<file path="config.mk">
export PLATFORM = sky130hd
export DESIGN_NAME = pir_flags
export DESIGN_NICKNAME = d
export VERILOG_FILES = /design/src/rtl/pir_flags.sv
export SDC_FILE = /design/constraint.sdc
export NUM_CORES = 1
export LEC_CHECK = 0
export BUFFER_PORTS_ARGS = -buffer_cell sky130_fd_sc_hd__buf_2
export CORE_MARGIN = 10
export CORE_UTILIZATION = 45
export CTS_CLUSTER_DIAMETER = 200
export DETAILED_ROUTE_END_ITERATION = 7
export PLACE_DENSITY = 0.74
export SLEW_MARGIN = 10
export SYNTH_ARGS = -nofsm -noshare
export SYNTH_HDL_FRONTEND = slang
export SYNTH_SLANG_ARGS = --single-unit
</file>
<file path="constraint.sdc">
create_clock -name clk -period 1.2 [get_ports clk]
set_input_delay 0.06 -clock clk [delete_from_list [all_inputs] [get_ports clk]]
set_output_delay 0.06 -clock clk [all_outputs]
set_load 0.01 [all_outputs]
</file>
<file path="src/rtl/pir_flags.sv">
module pir_flags (
  input  logic       clk,
  input  logic       rst_n,
  input  logic       reg_addr,
  input  logic       reg_wr,
  input  logic       reg_rd,
  input  logic [7:0] reg_wdata,
  output logic [7:0] reg_rdata,
  input  logic       adc_done,
  input  logic       rx_loaded,
  input  logic       rx_data_rd,
  input  logic       tx_emptied,
  input  logic       tx_data_wr,
  input  logic [2:0] cmp_out,
  input  logic       tmr_ovf,
  input  logic       gie,
  output logic       irq
);
  localparam logic [7:0] SW_MASK = 8'b0100_1111;
  localparam logic [7:0] EN_MASK = 8'b0111_1111;

  logic [7:0] flag_q, en_q, hw_set, hw_clr, sw_val;
  logic [2:0] cmp_snap;
  logic       wr_flag, wr_en, rd_flag;

  assign wr_flag = reg_wr && !reg_addr;
  assign wr_en   = reg_wr &&  reg_addr;
  assign rd_flag = reg_rd && !reg_addr;

  assign hw_set = {1'b0, adc_done, rx_loaded, tx_emptied, cmp_out ^ cmp_snap, tmr_ovf};
  assign hw_clr = {2'b00, rx_data_rd, tx_data_wr, 4'b0000};
  assign sw_val = wr_flag ? ((reg_wdata & SW_MASK) | (flag_q & ~SW_MASK)) : flag_q;

  always_ff @(posedge clk or negedge rst_n) begin
    if (!rst_n) begin
      flag_q   <= '0;
      en_q     <= '0;
      cmp_snap <= '0;
    end else begin
      flag_q <= hw_set | (sw_val & ~hw_clr);
      if (wr_en)   en_q     <= reg_wdata & EN_MASK;
      if (rd_flag) cmp_snap <= cmp_out;
    end
  end

  assign reg_rdata = reg_addr ? en_q : flag_q;
  assign irq       = gie && |(flag_q & en_q);
endmodule

</file>
==> run_results.csv, run 1 <==
group,metric,value,unit
outcome,run_status,"complete, but fails checks",
outcome,failed_checks,"setup timing",
power_and_ir_drop,vdd_drop_max,0.985,mV
finish,layout.cells.most_common_list,"buf_2, dfrtp_1, inv_1",
power_and_ir_drop,power.share.clock,23.1,%
floorplanning,rows,15,
clock_network,cts-htree-levels,1,
grt,global_route_total_usage_across_every_layer,10.7,%
floorplanning,fp.dieH,64.0,um
sta,final.setup_skew,0.00819,ns
grt,grt_overflow,0,
finish,antenna_cells,0,
power_and_ir_drop,switching_share,27.8,%
sta,maxClockFrequency,0.724,GHz
sta,setup_viol,1,
synthesis,synth.cell_area,871,um^2
finish,drive_above_1_share,41.6,%
power_and_ir_drop,switching_power,0.374,mW
sta,final_period_minus_worst_setup_slack,1.38,ns
placed_design,place.detailed.instances,126,
floorplanning,initial_utilization,48.8,%
synthesis,synth_edf_count,0,
clock_network,clock_tree_from_tritoncts,"built",
setup_path,worst-endpoint-required,1.14,ns
synthesis,synth_seq_cells,17,
finish,final.fill_count,155,
finish,fin_nets,137,
power_and_ir_drop,pwr-share-seq,51.9,%
clock_network,clk_path_buf_depth,2,
hold_path,hold_path.class,"in2reg",
setup_path,timing.critical_path.depth,3,
sta,final.setup.worst_slack,-0.182,ns
setup_path,worst-r2r-cell-count,2,
sta,grt_setup_unrepaired,"yes",
sta,max_slew_violation_count,0,
setup_path,path_buf_inv,1,
setup_path,crit_chain,"a222oi_1 > a31oi_1 > buf_2",
power_and_ir_drop,power.density,1180,nW/um^2
synthesis,ys_types,20,
setup_path,crit_start,"en_q[3]",
setup_path,critical-path-max-stage-delay,0.41,ns
synthesis,ys_dominant_reg_cell,"dfrtp_1",
synthesis,asyncSetResetFlopFracSynth,100,%
finish,final-instance-count-excl-fill,138,
grt,grt_pass1_wl,3530,um
synthesis,synthesis.instances,76,
sta,worst_hold_slack,0.0115,ns
power_and_ir_drop,power.leakage,0.576,nW
routing,first_iter_violations,33,
setup_path,worst_ep_arrival_time,1.32,ns
grt,maximum_number_of_pins_on_one_net_before_global_route_repair,21,
synthesis,syn_nets,99,
floorplanning,floorplan.die_area,4090,um^2
finish,layout.core_utilization,63.9,%
finish,layout_commonest_cell,"buf_2",
power_and_ir_drop,total_power,1.34,mW
floorplanning,area_inside_the_core_boundary,1780,um^2
clock_network,numClockSinks,17,
routing,routed_via_density,4.81,
job,maxCapViolCount,0,
floorplanning,floorplan_die_width,64.0,um
setup_path,setup.worst_path.start_class,"flop",
clock_network,cts_root_buf,"clkbuf_4",
finish,area_growth,30.7,%
clock_network,cts_inserted_buffers,3,
placed_design,port_buffers,29,
setup_path,ff2ff_setup_slack,0.36,ns
setup_path,critical-path-top-delay-family,"compound AO/OA/AOI/OAI gates",
grt,first_global_vias,759,
power_and_ir_drop,internal_power,0.970,mW
setup_path,timing_worst_setup_path_type,"reg2out",
hold_path,worst_hold_path_cell_count,2,
sta,final-hold-violation-count,0,
floorplanning,design.portCount,32,
sta,timing.setup.tns,-0.182,ns
power_and_ir_drop,power_frac_comb,25.0,%
routing,route.vias.total,664,
synthesis,synthesis.yosys.warnings,0,
placed_design,dp_hpwl,1530,um
grt,grt_antenna_before_repair,0,
synthesis,synth.yosys.seq_area_share,48.9,%
hold_path,worst_hold_startpoint,"reg_wdata[1]",
routing,drt-wirelength-per-cell,14.8,um
routing,ant_nets,0,
synthesis,mean_post_synth_cell_area,11.5,um^2
clock_network,insertion_delay,0.29,ns
setup_path,worstReg2RegStart,"cmp_snap[2]",
setup_path,worstPathMaxFanout,3,
routing,wirelength,2040,um
setup_path,critical_path.slowest_cell,"dfrtp_1",
routing,drc_errors,0,
setup_path,critPathCaptureType,"primary output",
routing,drt_first_pass_iters,4,
clock_network,worst_setup_hold_path_clk_slew,0.10,ns
sta,final.period_utilization,115,%
placed_design,gp_congestion,0.778,
[what timing repair did]
action                     4_1_cts  5_1_grt
hold buffers                     7        0
pin swaps                        2        1
hold endpoints to repair        23        0
setup endpoints to repair        1        4
buffers inserted                 0        1
resized for setup                0        2
[logic make-up after synthesis]
| group | count (synthesis) | share of synthesized area (%) |
|---|---|---|
| other | 1 | 0.431 |
| and+or+nand+nor | 13 | 9.48 |
| AOI/OAI and AO/OA | 16 | 12.5 |
| xor gates and xnor gates | 3 | 3.02 |
| DFF | 17 | 48.9 |
| muxes | 12 | 18.5 |
| buffers and inverters | 14 | 7.18 |
[flip-flops by register name, indices dropped and copies added, names as in the netlist]
signal / count
en_q: 7
cmp_snap: 3
flag_q: 7
[power by group through the flow]
stage               clock network, mW  logic, mW  registers (mW)
floorplan                           0      0.206           0.693
global route                    0.348      0.371           0.710
finish                          0.310      0.335           0.698
global placement                    0      0.299           0.704
detailed placement                  0      0.305           0.709
CTS                             0.314      0.326           0.698
[final cells by class]
cell class	count	area [um^2]	area share (%)
Sequential cell	17	425	37.4
Multi-Input combinational cell	45	383	33.6
Timing Repair Buffer	37	235	20.7
Inverter	10	37.5	3.30
Tap cell	25	31.3	2.75
Clock buffer	4	26.3	2.31
[worst reg2reg max path: cells and delay by family (launching register included)]
kind / cells / cell delay [ns]
DFF: 1 / 0.40
xor gates and xnor gates: 1 / 0.21
AOI/OAI and AO/OA: 1 / 0.12
[worst paths after layout]
path / endpoint
max in group asynchronous: en_q[3]
min in group asynchronous: flag_q[0]
worst min-delay path: en_q[1]
worst min register to register: flag_q[5]
worst max register to register: flag_q[3]
worst max-delay path: irq
[synth_stat cells (2+ instances only)]
cell      count  area share [%]
xnor2_1       3             3.0
mux2_2        5             6.5
o211ai_1      5             4.3
a22oi_1       2             1.7
buf_4         2             1.7
a21o_1        2             1.7
nand3b_1      5             4.3
o21ai_0       5             2.9
nand2_1       5             2.2
inv_1        10             4.3
mux2_4        7              12
dfrtp_1      17              49
[through the flow]
step / setup slack, ns / area (um^2)
floorplan: 0.285 / 871
global placement: 0.108 / 1020
detailed placement: 0.0766 / 1020
CTS: -0.209 / 1120
global route: -0.339 / 1140
finish: -0.182 / 1140
[metal layers]
metal / part of all wire (%) / track usage [%]
met5: 0 / 0
met4: 2.3 / 6.01
met3: 5.9 / 4.18
met2: 48 / 17.0
met1: 44 / 11.9
No activity file was read; power rests on OpenSTA's default activity.
==> inputs of run 2 (changes only) <==
--- a/config.mk
+++ b/config.mk
@@ -5,12 +5,12 @@
 export SDC_FILE = /design/constraint.sdc
 export NUM_CORES = 1
 export LEC_CHECK = 0
+export ABC_AREA = 0
 export BUFFER_PORTS_ARGS = -buffer_cell sky130_fd_sc_hd__buf_2
-export CORE_MARGIN = 10
 export CORE_UTILIZATION = 45
 export CTS_CLUSTER_DIAMETER = 200
 export DETAILED_ROUTE_END_ITERATION = 7
-export PLACE_DENSITY = 0.74
+export PLACE_DENSITY = 0.86
 export SLEW_MARGIN = 10
 export SYNTH_ARGS = -nofsm -noshare
 export SYNTH_HDL_FRONTEND = slang
==> run 2 against run 1 <==
Net effect: the run still ends with setup timing left; critical path depth did not move; flip-flop and latch count is the same; total power is 1.3% higher; first-iteration DRC count fell by 70%; die area shrank 48%; sequential power hardly changed; register-to-register slack improved by 0.03 ns; setup slack worse by 0.028 ns; largest cell class unchanged; highest routed layer unchanged.
==> run_results.csv, run 2 (synthesis results as in run 1) <==
group,metric,value,unit
placed_design,dp_hpwl,1300,um
routing,drc_errors,0,
routing,drt_first_pass_iters,4,
clock_network,post-cts-setup-buffers,0,
sta,final.setup_skew,0.0153,ns
clock_network,worst_setup_hold_path_clk_slew,0.11,ns
finish,layout_commonest_cell,"buf_2",
placed_design,place.detailed.instances,126,
sta,setup_viol,1,
floorplanning,initial_utilization,49.4,%
finish,final-instance-count-excl-fill,140,
floorplanning,rows,15,
job,maxCapViolCount,0,
clock_network,cts_root_buf,"clkbuf_4",
power_and_ir_drop,power.density,1160,nW/um^2
floorplanning,fp.dieH,46.0,um
routing,routed_via_density,5.21,
setup_path,worstPathMaxFanout,2,
power_and_ir_drop,vdd_drop_max,0.968,mV
sta,maxClockFrequency,0.709,GHz
routing,drt-wirelength-per-cell,14.7,um
setup_path,worstReg2RegStart,"cmp_snap[2]",
setup_path,critPathCaptureType,"primary output",
finish,register_area,425,um^2
grt,grt_overflow,0,
setup_path,timing_worst_setup_path_type,"reg2out",
finish,layout.cells.most_common_list,"buf_2, dfrtp_1, inv_1, dlygate4sd3_1, mux2_4",
floorplanning,floorplan_die_width,46.0,um
finish,final.fill_count,160,
setup_path,ff2ff_setup_slack,0.39,ns
clock_network,numClockSinks,17,
clock_network,clock_tree_from_tritoncts,"built",
setup_path,worst_ep_arrival_time,1.35,ns
finish,biggestRegsByFlops,"en_q (7), flag_q (7), cmp_snap (3)",
outcome,failed_checks,"setup timing",
routing,wirelength,2060,um
placed_design,port_buffers,29,
grt,maximum_number_of_pins_on_one_net_before_global_route_repair,21,
clock_network,clk_path_buf_depth,2,
finish,drive_above_1_share,40.9,%
setup_path,worst-r2r-cell-count,2,
sta,final-hold-violation-count,0,
grt,grt_pass1_wl,3300,um
grt,grt_antenna_before_repair,0,
finish,antenna_cells,0,
floorplanning,floorplan.die_area,2120,um^2
finish,fin_nets,139,
setup_path,worst-endpoint-required,1.14,ns
floorplanning,area_inside_the_core_boundary,1760,um^2
power_and_ir_drop,total_power,1.36,mW
routing,route.vias.total,729,
setup_path,worstSetupEndpoint,"irq",
grt,first_global_vias,714,
setup_path,crit_start,"flag_q[3]",
power_and_ir_drop,power.leakage,0.596,nW
setup_path,setup.worst_path.start_class,"flop",
finish,area_growth,34.3,%
setup_path,rr_endpoint,"flag_q[3]",
sta,final.period_utilization,117,%
outcome,run_status,"complete, but fails checks",
sta,grt_setup_unrepaired,"yes",
sta,final_period_minus_worst_setup_slack,1.41,ns
grt,global_route_total_usage_across_every_layer,23.0,%
clock_network,cts-htree-levels,1,
placed_design,gp_congestion,0.715,
clock_network,cts_inserted_buffers,3,
routing,ant_nets,0,
floorplanning,design.portCount,32,
clock_network,insertion_delay,0.30,ns
sta,final.setup.worst_slack,-0.210,ns
finish,multi_input_area,390,um^2
hold_path,hold_path.class,"in2reg",
sta,max_slew_violation_count,0,
routing,first_iter_violations,10,
[run 2: cell types whose count changed in the layout (fill, tap and decap cells not counted)]
cell | before | now
clkbuf_1 | 1 | 0
mux2_2 | 5 | 3
buf_4 | 1 | 0
dlygate4sd3_1 | 7 | 10
clkinv_2 | 0 | 1
o21ai_1 | 0 | 1
mux2_4 | 7 | 9
o21ai_0 | 5 | 4
[run 2: power breakdown]
part | leakage (nW) | switching (mW) | internal (mW)
Sequential | 0.188 | 0.0541 | 0.645
Clock | 0.0177 | 0.186 | 0.124
Combinational | 0.391 | 0.147 | 0.205
[run 2: cell type report]
| cell class | count | share of cell area [%] |
|---|---|---|
| Clock buffer | 3 | 1.93 |
| Clock inverter | 1 | 0.428 |
| Inverter | 10 | 3.21 |
| Multi-Input combinational cell | 45 | 33.4 |
| Sequential cell | 17 | 36.4 |
| Tap cell | 25 | 2.67 |
| Timing Repair Buffer | 39 | 22.0 |
[run 2: per-stage QoR]
stage | TNS, ns | hold WS [ns] | setup slack [ns] | util, % | instance area, um^2
after floorplan | 0 | -0.236 | 0.285 | - | 871
after global placement | 0 | -0.00358 | 0.107 | 57.9 | 1020
after detailed placement | 0 | -0.00245 | 0.0731 | 57.9 | 1020
after CTS | -0.224 | 0.0130 | -0.224 | 63.5 | 1120
after global routing | -0.350 | 0.000395 | -0.311 | 66.3 | 1170
final | -0.210 | 0.0164 | -0.210 | 66.3 | 1170
[run 2: layer usage]
metal  routed length (um)  GRT usage (%)
met4                   54           12.9
met3                   72           6.75
met1                  843           28.4
met5                    0              0
met2                 1090           35.5
[run 2: what timing repair did]
action,4_1_cts,5_1_grt
gates resized for setup,0,5
hold buffers,7,3
pin swaps,2,0
endpoints found under the hold margin,23,3
setup endpoints to repair,1,4
[run 2: worst min path at each step]
stage                       from          end  cells after the start
floorplan                  rst_n  cmp_snap[0]                      0
global placement           rst_n      en_q[4]                      1
detailed placement         rst_n      en_q[4]                      1
CTS                 reg_wdata[0]      en_q[0]                      2
global route        reg_wdata[2]      en_q[2]                      2
finish                cmp_out[0]  cmp_snap[0]                      2
[run 2: critical path, stage by stage (launching register included)]
cell and delay [ns]:
dfrtp_1 0.39, a222oi_1 0.38, a31oi_1 0.14, buf_2 0.16
